[src/rtl/mdrop_pkg.sv]
package mdrop_pkg;

    localparam int CHAR_W     = 7;
    localparam int ADDR_W     = 5;
    localparam int FRAME_BITS = 10;
    localparam int OVS        = 16;
    localparam logic [ADDR_W-1:0] BCAST_ADDR = 5'h1F;

    typedef struct packed {
        logic              mark;
        logic [CHAR_W-1:0] data;
    } sbyte_t;

    typedef enum logic [1:0] {RX_IDLE, RX_START, RX_BITS} rx_state_t;
    typedef enum logic [1:0] {TX_IDLE, TX_LEAD, TX_FRAME} tx_state_t;

    // Serial image of one character; bit 0 goes on the line first.
    function automatic logic [FRAME_BITS-1:0] frame_of(sbyte_t b);
        return {1'b1, b.mark, b.data, 1'b0};
    endfunction

    function automatic logic addr_hit(logic [ADDR_W-1:0] a, logic [ADDR_W-1:0] own);
        return (a == own) || (a == BCAST_ADDR);
    endfunction

endpackage

[src/rtl/mdrop_div.sv]
module mdrop_div #(
    parameter int N = 4
) (
    input  logic clk,
    input  logic rst,
    input  logic clr,
    output logic tick
);
    localparam int W = (N > 1) ? $clog2(N) : 1;
    localparam logic [W-1:0] LAST = W'(N - 1);

    logic [W-1:0] cnt_q;

    always_ff @(posedge clk) begin
        if (rst || clr)        cnt_q <= '0;
        else if (cnt_q == LAST) cnt_q <= '0;
        else                   cnt_q <= cnt_q + 1'b1;
    end

    assign tick = (cnt_q == LAST) && !clr;
endmodule

[src/rtl/mdrop_rx.sv]
module mdrop_rx
    import mdrop_pkg::*;
#(
    parameter int MAX_LEN = 8,
    localparam int LEN_W = $clog2(MAX_LEN + 1),
    localparam int IDX_W = $clog2(MAX_LEN)
) (
    input  logic                  clk,
    input  logic                  rst,
    input  logic                  ovs_tick,
    input  logic                  rxd,
    input  logic [ADDR_W-1:0]     cfg_addr,
    input  logic [LEN_W-1:0]      cfg_len,
    output logic                  rx_valid,
    output logic [MAX_LEN*8-1:0]  rx_data
);
    // ---- line synchroniser and character engine ----
    logic      s1_q, s2_q;
    rx_state_t st_q;
    logic [3:0] ph_q, bitn_q;
    logic [7:0] sh_q;
    logic       got_q, gerr_q;
    sbyte_t     gb_q;

    always_ff @(posedge clk) begin
        if (rst) begin
            s1_q <= 1'b1;
            s2_q <= 1'b1;
        end else begin
            s1_q <= rxd;
            s2_q <= s1_q;
        end
    end

    always_ff @(posedge clk) begin
        if (rst) begin
            st_q   <= RX_IDLE;
            ph_q   <= '0;
            bitn_q <= '0;
            sh_q   <= '0;
            got_q  <= 1'b0;
            gerr_q <= 1'b0;
            gb_q   <= '0;
        end else begin
            got_q <= 1'b0;
            if (ovs_tick) begin
                case (st_q)
                    RX_IDLE: if (!s2_q) begin
                        st_q <= RX_START;
                        ph_q <= '0;
                    end
                    RX_START: if (ph_q == 4'd7) begin
                        ph_q   <= '0;
                        bitn_q <= '0;
                        st_q   <= s2_q ? RX_IDLE : RX_BITS;
                    end else begin
                        ph_q <= ph_q + 1'b1;
                    end
                    RX_BITS: if (ph_q == 4'(OVS - 1)) begin
                        ph_q <= '0;
                        if (bitn_q < 4'd8) begin
                            sh_q   <= {s2_q, sh_q[7:1]};
                            bitn_q <= bitn_q + 1'b1;
                        end else begin
                            got_q  <= 1'b1;
                            gerr_q <= !s2_q;
                            gb_q   <= sbyte_t'(sh_q);
                            st_q   <= RX_IDLE;
                        end
                    end else begin
                        ph_q <= ph_q + 1'b1;
                    end
                    default: st_q <= RX_IDLE;
                endcase
            end
        end
    end

    // ---- packet assembly ----
    logic                       awake_q;
    logic [LEN_W-1:0]           cnt_q;
    logic [MAX_LEN-1:0][7:0]    hold_q;
    logic [MAX_LEN-1:0][7:0]    pkt_q;
    logic                       vld_q;
    logic [IDX_W-1:0]           idx;
    logic [LEN_W-1:0]           cnt_inc;
    logic                       last_byte;

    assign idx       = cnt_q[IDX_W-1:0];
    assign cnt_inc   = cnt_q + LEN_W'(1);
    assign last_byte = (cnt_inc >= cfg_len) || (cnt_inc == LEN_W'(MAX_LEN));

    always_ff @(posedge clk) begin
        if (rst) begin
            awake_q <= 1'b0;
            cnt_q   <= '0;
            hold_q  <= '0;
            pkt_q   <= '0;
            vld_q   <= 1'b0;
        end else begin
            vld_q <= 1'b0;
            if (got_q) begin
                if (gerr_q) begin
                    awake_q <= 1'b0;
                    cnt_q   <= '0;
                end else if (gb_q.mark) begin
                    if (addr_hit(gb_q.data[6:2], cfg_addr)) begin
                        hold_q    <= '0;
                        hold_q[0] <= {1'b1, gb_q.data};
                        cnt_q     <= LEN_W'(1);
                        awake_q   <= 1'b1;
                    end else begin
                        awake_q <= 1'b0;
                        cnt_q   <= '0;
                    end
                end else if (awake_q) begin
                    if (last_byte) begin
                        for (int i = 0; i < MAX_LEN; i++)
                            pkt_q[i] <= (i == int'(idx)) ? {1'b0, gb_q.data} : hold_q[i];
                        vld_q   <= 1'b1;
                        awake_q <= 1'b0;
                        cnt_q   <= '0;
                    end else begin
                        hold_q[idx] <= {1'b0, gb_q.data};
                        cnt_q       <= cnt_inc;
                    end
                end
            end
        end
    end

    assign rx_valid = vld_q;
    assign rx_data  = pkt_q;
endmodule

[src/rtl/mdrop_tx.sv]
module mdrop_tx
    import mdrop_pkg::*;
#(
    parameter int MAX_LEN = 8,
    localparam int LEN_W = $clog2(MAX_LEN + 1),
    localparam int IDX_W = $clog2(MAX_LEN)
) (
    input  logic                  clk,
    input  logic                  rst,
    input  logic                  bit_tick,
    input  logic                  tx_req,
    input  logic [MAX_LEN*8-1:0]  tx_data,
    input  logic [LEN_W-1:0]      cfg_len,
    output logic                  start,
    output logic                  tx_ready,
    output logic                  txd,
    output logic                  txd_en
);
    tx_state_t                     st_q;
    logic [MAX_LEN-1:0][CHAR_W-1:0] pay_q;
    logic [LEN_W-1:0]              len_q, idx_q, nidx;
    logic [FRAME_BITS-1:0]         sh_q, f_first, f_next;
    logic [3:0]                    bitn_q;
    logic                          txd_q, en_q;
    logic                          more;

    assign start   = (st_q == TX_IDLE) && tx_req;
    assign nidx    = idx_q + LEN_W'(1);
    assign more    = (nidx < len_q) && (nidx < LEN_W'(MAX_LEN));
    assign f_first = frame_of('{mark: 1'b1, data: pay_q[0]});
    assign f_next  = frame_of('{mark: 1'b0, data: pay_q[nidx[IDX_W-1:0]]});

    always_ff @(posedge clk) begin
        if (rst) begin
            st_q   <= TX_IDLE;
            pay_q  <= '0;
            len_q  <= '0;
            idx_q  <= '0;
            sh_q   <= '0;
            bitn_q <= '0;
            txd_q  <= 1'b1;
            en_q   <= 1'b0;
        end else begin
            case (st_q)
                TX_IDLE: if (tx_req) begin
                    for (int i = 0; i < MAX_LEN; i++)
                        pay_q[i] <= tx_data[i*8 +: CHAR_W];
                    len_q <= cfg_len;
                    idx_q <= '0;
                    en_q  <= 1'b1;
                    st_q  <= TX_LEAD;
                end
                TX_LEAD: if (bit_tick) begin
                    txd_q  <= f_first[0];
                    sh_q   <= f_first >> 1;
                    bitn_q <= 4'd1;
                    st_q   <= TX_FRAME;
                end
                TX_FRAME: if (bit_tick) begin
                    if (bitn_q != 4'(FRAME_BITS)) begin
                        txd_q  <= sh_q[0];
                        sh_q   <= sh_q >> 1;
                        bitn_q <= bitn_q + 1'b1;
                    end else if (more) begin
                        idx_q  <= nidx;
                        txd_q  <= f_next[0];
                        sh_q   <= f_next >> 1;
                        bitn_q <= 4'd1;
                    end else begin
                        txd_q <= 1'b1;
                        en_q  <= 1'b0;
                        st_q  <= TX_IDLE;
                    end
                end
                default: st_q <= TX_IDLE;
            endcase
        end
    end

    assign tx_ready = (st_q == TX_IDLE);
    assign txd      = txd_q;
    assign txd_en   = en_q;
endmodule

[src/rtl/mdrop_node.sv]
module mdrop_node
    import mdrop_pkg::*;
#(
    parameter int OVS_DIV = 81,
    parameter int MAX_LEN = 8,
    localparam int LEN_W = $clog2(MAX_LEN + 1)
) (
    input  logic                  clk,
    input  logic                  rst,
    input  logic [ADDR_W-1:0]     cfg_addr,
    input  logic [LEN_W-1:0]      cfg_len,
    input  logic                  rxd,
    output logic                  rx_valid,
    output logic [MAX_LEN*8-1:0]  rx_data,
    input  logic                  tx_req,
    input  logic [MAX_LEN*8-1:0]  tx_data,
    output logic                  tx_ready,
    output logic                  txd,
    output logic                  txd_en
);
    logic ovs_tick, bit_tick, tx_start;

    mdrop_div #(.N(OVS_DIV)) u_rxdiv (
        .clk(clk), .rst(rst), .clr(1'b0), .tick(ovs_tick)
    );

    mdrop_div #(.N(OVS * OVS_DIV)) u_txdiv (
        .clk(clk), .rst(rst), .clr(tx_start), .tick(bit_tick)
    );

    mdrop_rx #(.MAX_LEN(MAX_LEN)) u_rx (
        .clk(clk), .rst(rst), .ovs_tick(ovs_tick), .rxd(rxd),
        .cfg_addr(cfg_addr), .cfg_len(cfg_len),
        .rx_valid(rx_valid), .rx_data(rx_data)
    );

    mdrop_tx #(.MAX_LEN(MAX_LEN)) u_tx (
        .clk(clk), .rst(rst), .bit_tick(bit_tick), .tx_req(tx_req),
        .tx_data(tx_data), .cfg_len(cfg_len), .start(tx_start),
        .tx_ready(tx_ready), .txd(txd), .txd_en(txd_en)
    );
endmodule

[config.mk]
export PLATFORM = sky130hd
export DESIGN_NAME = mdrop_node
export DESIGN_NICKNAME = d
export VERILOG_FILES = /design/src/rtl/mdrop_pkg.sv /design/src/rtl/mdrop_div.sv /design/src/rtl/mdrop_rx.sv /design/src/rtl/mdrop_tx.sv /design/src/rtl/mdrop_node.sv
export SDC_FILE = /design/constraint.sdc
export NUM_CORES = 1
export LEC_CHECK = 0
export BUFFER_PORTS_ARGS = -buffer_cell sky130_fd_sc_hd__buf_4
export CORE_MARGIN = 2
export CORE_UTILIZATION = 27
export DETAILED_ROUTE_END_ITERATION = 10
export SLEW_MARGIN = 20
export SYNTH_ARGS = -nofsm -noshare
export SYNTH_HDL_FRONTEND = slang
export SYNTH_SLANG_ARGS = --single-unit
[constraint.sdc]
create_clock -name clk -period 2.7 [get_ports clk]
set_clock_uncertainty 0.1 [all_clocks]
set_input_delay 0.27 -clock clk [delete_from_list [all_inputs] [get_ports clk]]
set_output_delay 0.27 -clock clk [all_outputs]
set_load 0.03 [all_outputs]
# [Word-level counts from Yosys, hierarchy flattened]
# Index checks and enable logic that the tools add are counted.
[totals] output_inout_bits=68 input_bits=77 word_cells=211 register_bits=264
[classes] mux=74 bitwise_logic=8 n_lt_le_gt_ge=7 reduce_logical=36 addsub=7 eq_ne=33
[ops] op="64-bit two-way mux" count=4
[ops] op="4-bit two-way mux" count=18
[ops] op="8-bit two-way mux" count=9
[ops] op="64-bit bitwise mux" count=1
[ops] op="10-bit two-way mux" count=4
[ops] op="5-bit AND reduction" count=7
[ops] op="8-bit demux with 3-bit select" count=1
[ops] op="4-bit case mux with 2 select lines" count=3
[ops] op="7-bit binary-select mux with 3-bit select" count=1
[ops] op="4-bit by 1-bit adder with 4-bit output (second input constant)" count=5
[ops] op="2-bit two-way mux" count=10
[ops] op="10-bit case mux with 2 select lines" count=1
[ops] op="1-bit two-way mux" count=16
[ops] op="2-bit != test (second input constant)" count=8
[ops] op="3-bit == test (first input constant)" count=4
[ops] op="2-bit case mux with 3 select lines" count=2
[ops] op="4-bit case mux with 3 select lines" count=1
[ops] op="4-bit AND reduction" count=3
[ops] op="11-bit by 1-bit adder with 11-bit output (second input constant)" count=1
[ops] op="11-bit == test (second input constant)" count=1
[ops] op="2-bit by 1-bit != test with 1-bit output (second input constant)" count=5
[ops] op="4-bit == test (second input constant)" count=2
[ops] op="3-bit by 4-bit < comparator with 1-bit output (second input constant)" count=2
[ops] op="4-bit < comparator (second input constant)" count=2
[ops] op="29 further kinds" count=54

# [Logic depth before layout (Yosys ltp)]
[logic_depth] depth_word=8 ltp_mapped=11 mapped_depth_nobuf=9

# [Cells and area by module]
# A second synthesis with hierarchy kept.
[unflattened] hier_cells=1207 area_unflattened_um2=11165.7
[by_module_without_submodules] mod="mdrop_rx" area_per_inst_um2=6645.1 seq_area_each_um2=3143.0 cells_per_inst=683 instances=1
[by_module_without_submodules] mod="mdrop_tx" area_per_inst_um2=3711.1 seq_area_each_um2=1621.6 cells_per_inst=433 instances=1
[by_module_without_submodules] mod="mdrop_div (u_txdiv)" area_per_inst_um2=486.7 seq_area_each_um2=220.2 cells_per_inst=55 instances=1
[by_module_without_submodules] mod="mdrop_div (u_rxdiv)" area_per_inst_um2=319.1 seq_area_each_um2=140.1 cells_per_inst=35 instances=1
[by_module_without_submodules] mod="mdrop_node" area_per_inst_um2=3.8 seq_area_each_um2=0.0 cells_per_inst=1 instances=1

# [Worst setup path before layout]
# Ideal clock, no wire load.
[synth_timing] path_kind="register to register" from="register u_rx.cnt_q[0]" to="register u_rx.hold_q[0] (netlist name)" path_buffers=1 stages_incl_launch_ff=9 t_required_ns=2.528 arrival_ns=2.470 period_less_slack_ns=2.641 path_slack_ns=0.059 setup_time_ns=0.072 path_cell_list="dfxtp_1 > buf_2 > inv_1 > ha_1 > ha_1 > a221oi_4 > o211ai_1 > a211oi_4 > mux2i_1"
[synth_via] elab_chain_cells=8 word_cells_on_any_way=15 classes_between="add/sub: 1; order compare: 3; eq/ne: 2; mux: 6; reduce/logical: 3"
[synth_lines] element="from (decl)" line_no="mdrop_rx.sv:81" rtl="logic [LEN_W-1:0] cnt_q;"
[synth_lines] element="from (signal assigned)" line_no="mdrop_rx.sv:125" rtl="cnt_q <= cnt_inc;"
[synth_lines] element="parallel branches: the longest is 8 deep, another holds 4-bit by 1-bit adder with 4-bit output"
[synth_lines] element="to (signal, indexed assignment)" line_no="mdrop_rx.sv:124" rtl="hold_q[idx] <= {1'b0, gb_q.data};"
[synth_lines] element="to (decl)" line_no="mdrop_rx.sv:82" rtl="logic [MAX_LEN-1:0][7:0] hold_q;"
# Several ways; the timed one is not identified. The select of a mux whose other input is x is not followed.
# A chain may end at the register's enable or synchronous reset.

# [Final worst setup path]
[layout_timing] from="register u_rx.cnt_q[0]" to="register u_rx.hold_q[30] (netlist name)"
# The elaborated chain is that of the path after synthesis.

==> results.rst <==
.. list-table::
   :header-rows: 1

   * - Metric
     - Value
   * - Result of the run
     - finished, final reports clean
   * - Worst Setup Path Type
     - flop to flop
   * - Largest incremental delay on the critical path
     - 350 ps
   * - Synth Area in Simple Gates
     - 18.8%
   * - Die Span Y
     - 212 um
   * - Sum of net half-perimeters after detailed placement
     - 21900 um
   * - First-pass GRT wire length
     - 53700 um
   * - Combinational Power Share
     - 15.2%
   * - Dominant cells by area after synthesis
     - sky130_fd_sc_hd__dfxtp_1 (44%), sky130_fd_sc_hd__a21oi_1 (6.4%), sky130_fd_sc_hd__nand2_1 (6.2%), sky130_fd_sc_hd__mux2i_1 (6.0%), sky130_fd_sc_hd__a211o_1 (3.7%)
   * - Met2 wire length
     - 16000 um
   * - PwrDens
     - 622 mW/mm^2
   * - Number of flops mapped to enable cells by yosys
     - 0
   * - Nets
     - 1605
   * - Share of the synthesized netlist area taken by xor and xnor gates
     - 1.66%
   * - Clock Root Buffer
     - sky130_fd_sc_hd__clkbuf_16
   * - Cell-by-cell trace of the critical path
     - ha_1 > ha_1 > buf_4 > a221oi_4 > buf_6 > o211ai_4 > buf_12 > o211a_1 > a211o_1
   * - Num CTS Buffers
     - 28
   * - Fraction of post-synthesis cell area in the top cell type by area
     - 44.0%
   * - Fraction of layout cells with a size suffix above 1
     - 18.0%
   * - Final-report hold violation count
     - 0
   * - Top fanout value on the critical path
     - 27
   * - Most common cell after layout, fill and taps aside
     - sky130_fd_sc_hd__dfxtp_1
   * - WP data arrival
     - 2930 ps
   * - Switching Power
     - 2.53 mW
   * - Routed wire length per instance
     - 16.6 um
   * - Post-synthesis cell count
     - 1320
   * - Initial detailed-routing violation count
     - 744
   * - Slack of the critical path
     - 105 ps
   * - Critical-path top delay cell
     - sky130_fd_sc_hd__dfxtp_2
   * - Net count after synthesis
     - 1425
   * - Total of flip-flops plus latches after synthesis
     - 256
   * - Largest voltage drop on the vdd net
     - 0.448 mV
   * - Port-buffer cells
     - 136
   * - Buffer levels on the longest clock path
     - 3
   * - Last weighted congestion value of the routability-driven placer
     - 0.811
   * - Largest net degree at the start of global routing
     - 103
   * - Max Transition Viols Final
     - 0
   * - Maximum operating frequency
     - 0.385 GHz
   * - Main combinational cell family by area after synthesis
     - compound AO/OA/AOI/OAI gates
   * - Core Box Area
     - 0.0428 mm^2
   * - Setup TNS
     - 0 ps
   * - Leakage power figure
     - 6.14 nW
   * - Relative contribution of sequential cells to total power
     - 44.6%
   * - Max-capacitance violation count
     - 0
   * - Number of ports placed on the die boundary
     - 145
   * - Compound-Gate Fraction of Synth Area
     - 19.0%
   * - Worst setup slack before clock tree synthesis
     - 5.96 ps
   * - FFs w/ async S/R, synth
     - 0%
   * - Fraction of synthesized area in multiplexers
     - 8.96%
   * - Cell seen most often among critical-path stages
     - sky130_fd_sc_hd__ha_1
   * - Final period util
     - 96.1%
   * - Power share of the clock group
     - 40.2%
   * - Overall track demand over capacity in global routing
     - 14.8%
   * - Routed length on met1
     - 15500 um
   * - Count of endpoints failing setup in the final report
     - 0
   * - TritonCTS clock tree
     - done
   * - Adder-cell share of the synthesized area
     - 3.01%
   * - Number of distinct library cells after synthesis
     - 65
   * - Highest routed layer
     - met5
   * - Element type at the critical path start
     - flop
   * - Headroom to the max-slew limit
     - 51.8%
   * - Warnings, synthesis
     - 0
   * - Endpoint class of the critical path
     - flop
   * - Antenna violations before repair
     - 6
   * - Routed wire length
     - 34300 um
   * - Detailed-routing iteration count for the pre-antenna-repair pass
     - 5
   * - ANT nets after route
     - 0
   * - Clock sinks
     - 256
   * - Clock network latency to the later pin of the worst-skew pair
     - 550 ps
   * - Horizontal extent of the die
     - 212 um
   * - Vias post-DR
     - 10406
   * - Req. time, crit path
     - 3040 ps
   * - Final-layout worst hold slack
     - 53.6 ps
   * - CTS clk-pin slew, worst paths
     - 60 ps
   * - Site row count
     - 76
   * - Per-instance average area after synthesis
     - 8.81 um^2
   * - Die area
     - 0.0448 mm^2
   * - Area growth, synth to finish
     - 29.3%
   * - RSZ-0062 raised after global routing
     - no
   * - Commonest register cell after synthesis
     - sky130_fd_sc_hd__dfxtp_1
   * - Area of the mapped netlist
     - 0.0116 mm^2
   * - Most used cells in the layout excluding fill and tap cells
     - sky130_fd_sc_hd__dfxtp_1 (253), sky130_fd_sc_hd__nand2_1 (190), sky130_fd_sc_hd__buf_4 (182)
   * - DRC violation count after routing
     - 0
   * - Sequential element share of the synthesized area
     - 44.0%
   * - Type of the worst min-delay path
     - input pin to flop
   * - GRT overflow
     - 0
   * - Minimum clock period after layout
     - 2600 ps
   * - CTS H-Tree Depth
     - 1
   * - Post-synthesis cell type with the largest combined area
     - sky130_fd_sc_hd__dfxtp_1
   * - Switching share of power
     - 27.0%
   * - Worst Max-Slew Pin Slew
     - 720 ps
   * - Vias in the first global route
     - 10124
   * - Routed wl met3
     - 1790 um
   * - Starting density of the core
     - 27.2%
   * - Internal Dissipation
     - 6.83 mW
   * - Number of vias per cell after detailed routing
     - 5.03
-- timing repair --
item | in CTS | in global routing
endpoints found under the setup margin | 4 | 99
pin swaps | 1 | 3
setup buffers | 0 | 1
hold endpoints to repair | 65 | 0
hold buffers | 62 | 0
gates resized for setup | 0 | 8
gates cloned | 0 | 2
-- kinds of logic (layout without fill, tap and decap cells) --
group / after synthesis / count (layout)
mux: 86 / 86
flops: 256 / 256
buf+inv: 133 / 331
simple gates: 471 / 472
other cells: 0 / 5
fa+ha+maj: 28 / 28
compound gates: 324 / 324
xor+xnor: 22 / 22
-- power by group through the flow --
stage               combinational, mW  clock, mW  sequential (mW)
detailed placement               1.33          0             4.25
floorplan                       0.917          0             4.23
global route                     1.60       4.01             4.20
finish                           1.42       3.76             4.18
CTS                              1.41       3.84             4.17
global placement                 1.31          0             4.24
-- stage by stage --
step                util (%)  cell area [um^2]  std cells  total power [mW]
floorplan                  -             11600       1320              5.14
global placement        31.4             13400       1951              5.55
detailed placement      31.4             13400       1951              5.58
CTS                     34.9             15000       2062              9.42
global route            35.2             15000       2070              9.81
finish                  35.2             15000       2070              9.36
-- Yosys cell counts (21+ instances only) --
cell	number
sky130_fd_sc_hd__nor2_1	104
sky130_fd_sc_hd__mux2i_1	70
sky130_fd_sc_hd__and3_1	55
sky130_fd_sc_hd__ha_1	28
sky130_fd_sc_hd__nand2_1	191
sky130_fd_sc_hd__buf_2	22
sky130_fd_sc_hd__a211o_1	49
sky130_fd_sc_hd__nand3_1	42
sky130_fd_sc_hd__clkbuf_1	77
sky130_fd_sc_hd__inv_1	26
sky130_fd_sc_hd__a21oi_1	149
sky130_fd_sc_hd__dfxtp_1	256
sky130_fd_sc_hd__nor3_1	31
sky130_fd_sc_hd__a311oi_1	21
sky130_fd_sc_hd__a211oi_1	38
-- routing by layer --
| metal | track usage (%) | vias to the layer above |
|---|---|---|
| met1 | 19.8 | 5000 |
| li1 | - | 5084 |
| met5 | 0 | - |
| met2 | 23.7 | 261 |
| met4 | 6.14 | 2 |
| met3 | 2.27 | 59 |
-- worst paths after layout --
| kind | startpoint | endpoint | slack, ps | cells past startpoint |
|---|---|---|---|---|
| hold reg to reg | u_rx.s1_q | u_rx.s2_q | 310 | 1 |
| setup reg to reg | u_rx.cnt_q[0] | u_rx.hold_q[30] | 100 | 9 |
| setup / recovery | u_rx.cnt_q[0] | u_rx.hold_q[30] | 100 | 9 |
| hold / removal | tx_req | u_tx.st_q[0] | 50 | 4 |
-- registers in the layout (all words and copies together) (netlist names), 7 cells and up --
name and cells:
u_tx.sh_q 9, u_rx.rx_data 64, u_tx.pay_q 49, u_tx.f_first 7, u_rx.gb_q 8, u_txdiv.cnt_q 11
u_rx.hold_q 57, u_rx.sh_q 8, u_rxdiv.cnt_q 7
-- area by class of cell --
type / count / area (um^2)
Fill cell: 4339 / 27700
Multi-Input combinational cell: 932 / 6050
Sequential cell: 256 / 5130
Timing Repair Buffer: 254 / 2170
Clock buffer: 43 / 838
Tap cell: 546 / 683
Inverter: 28 / 105
Clock inverter: 6 / 58.8
Antenna cell: 5 / 12.5
-- worst max-delay path, delay by kind of cell (launching register included) --
family | cells | cell delay, ps
buf+inv | 3 | 540
fa+ha+maj | 2 | 580
compound gates | 4 | 920
flops | 1 | 350
No activity file was read; power rests on OpenSTA's default activity.
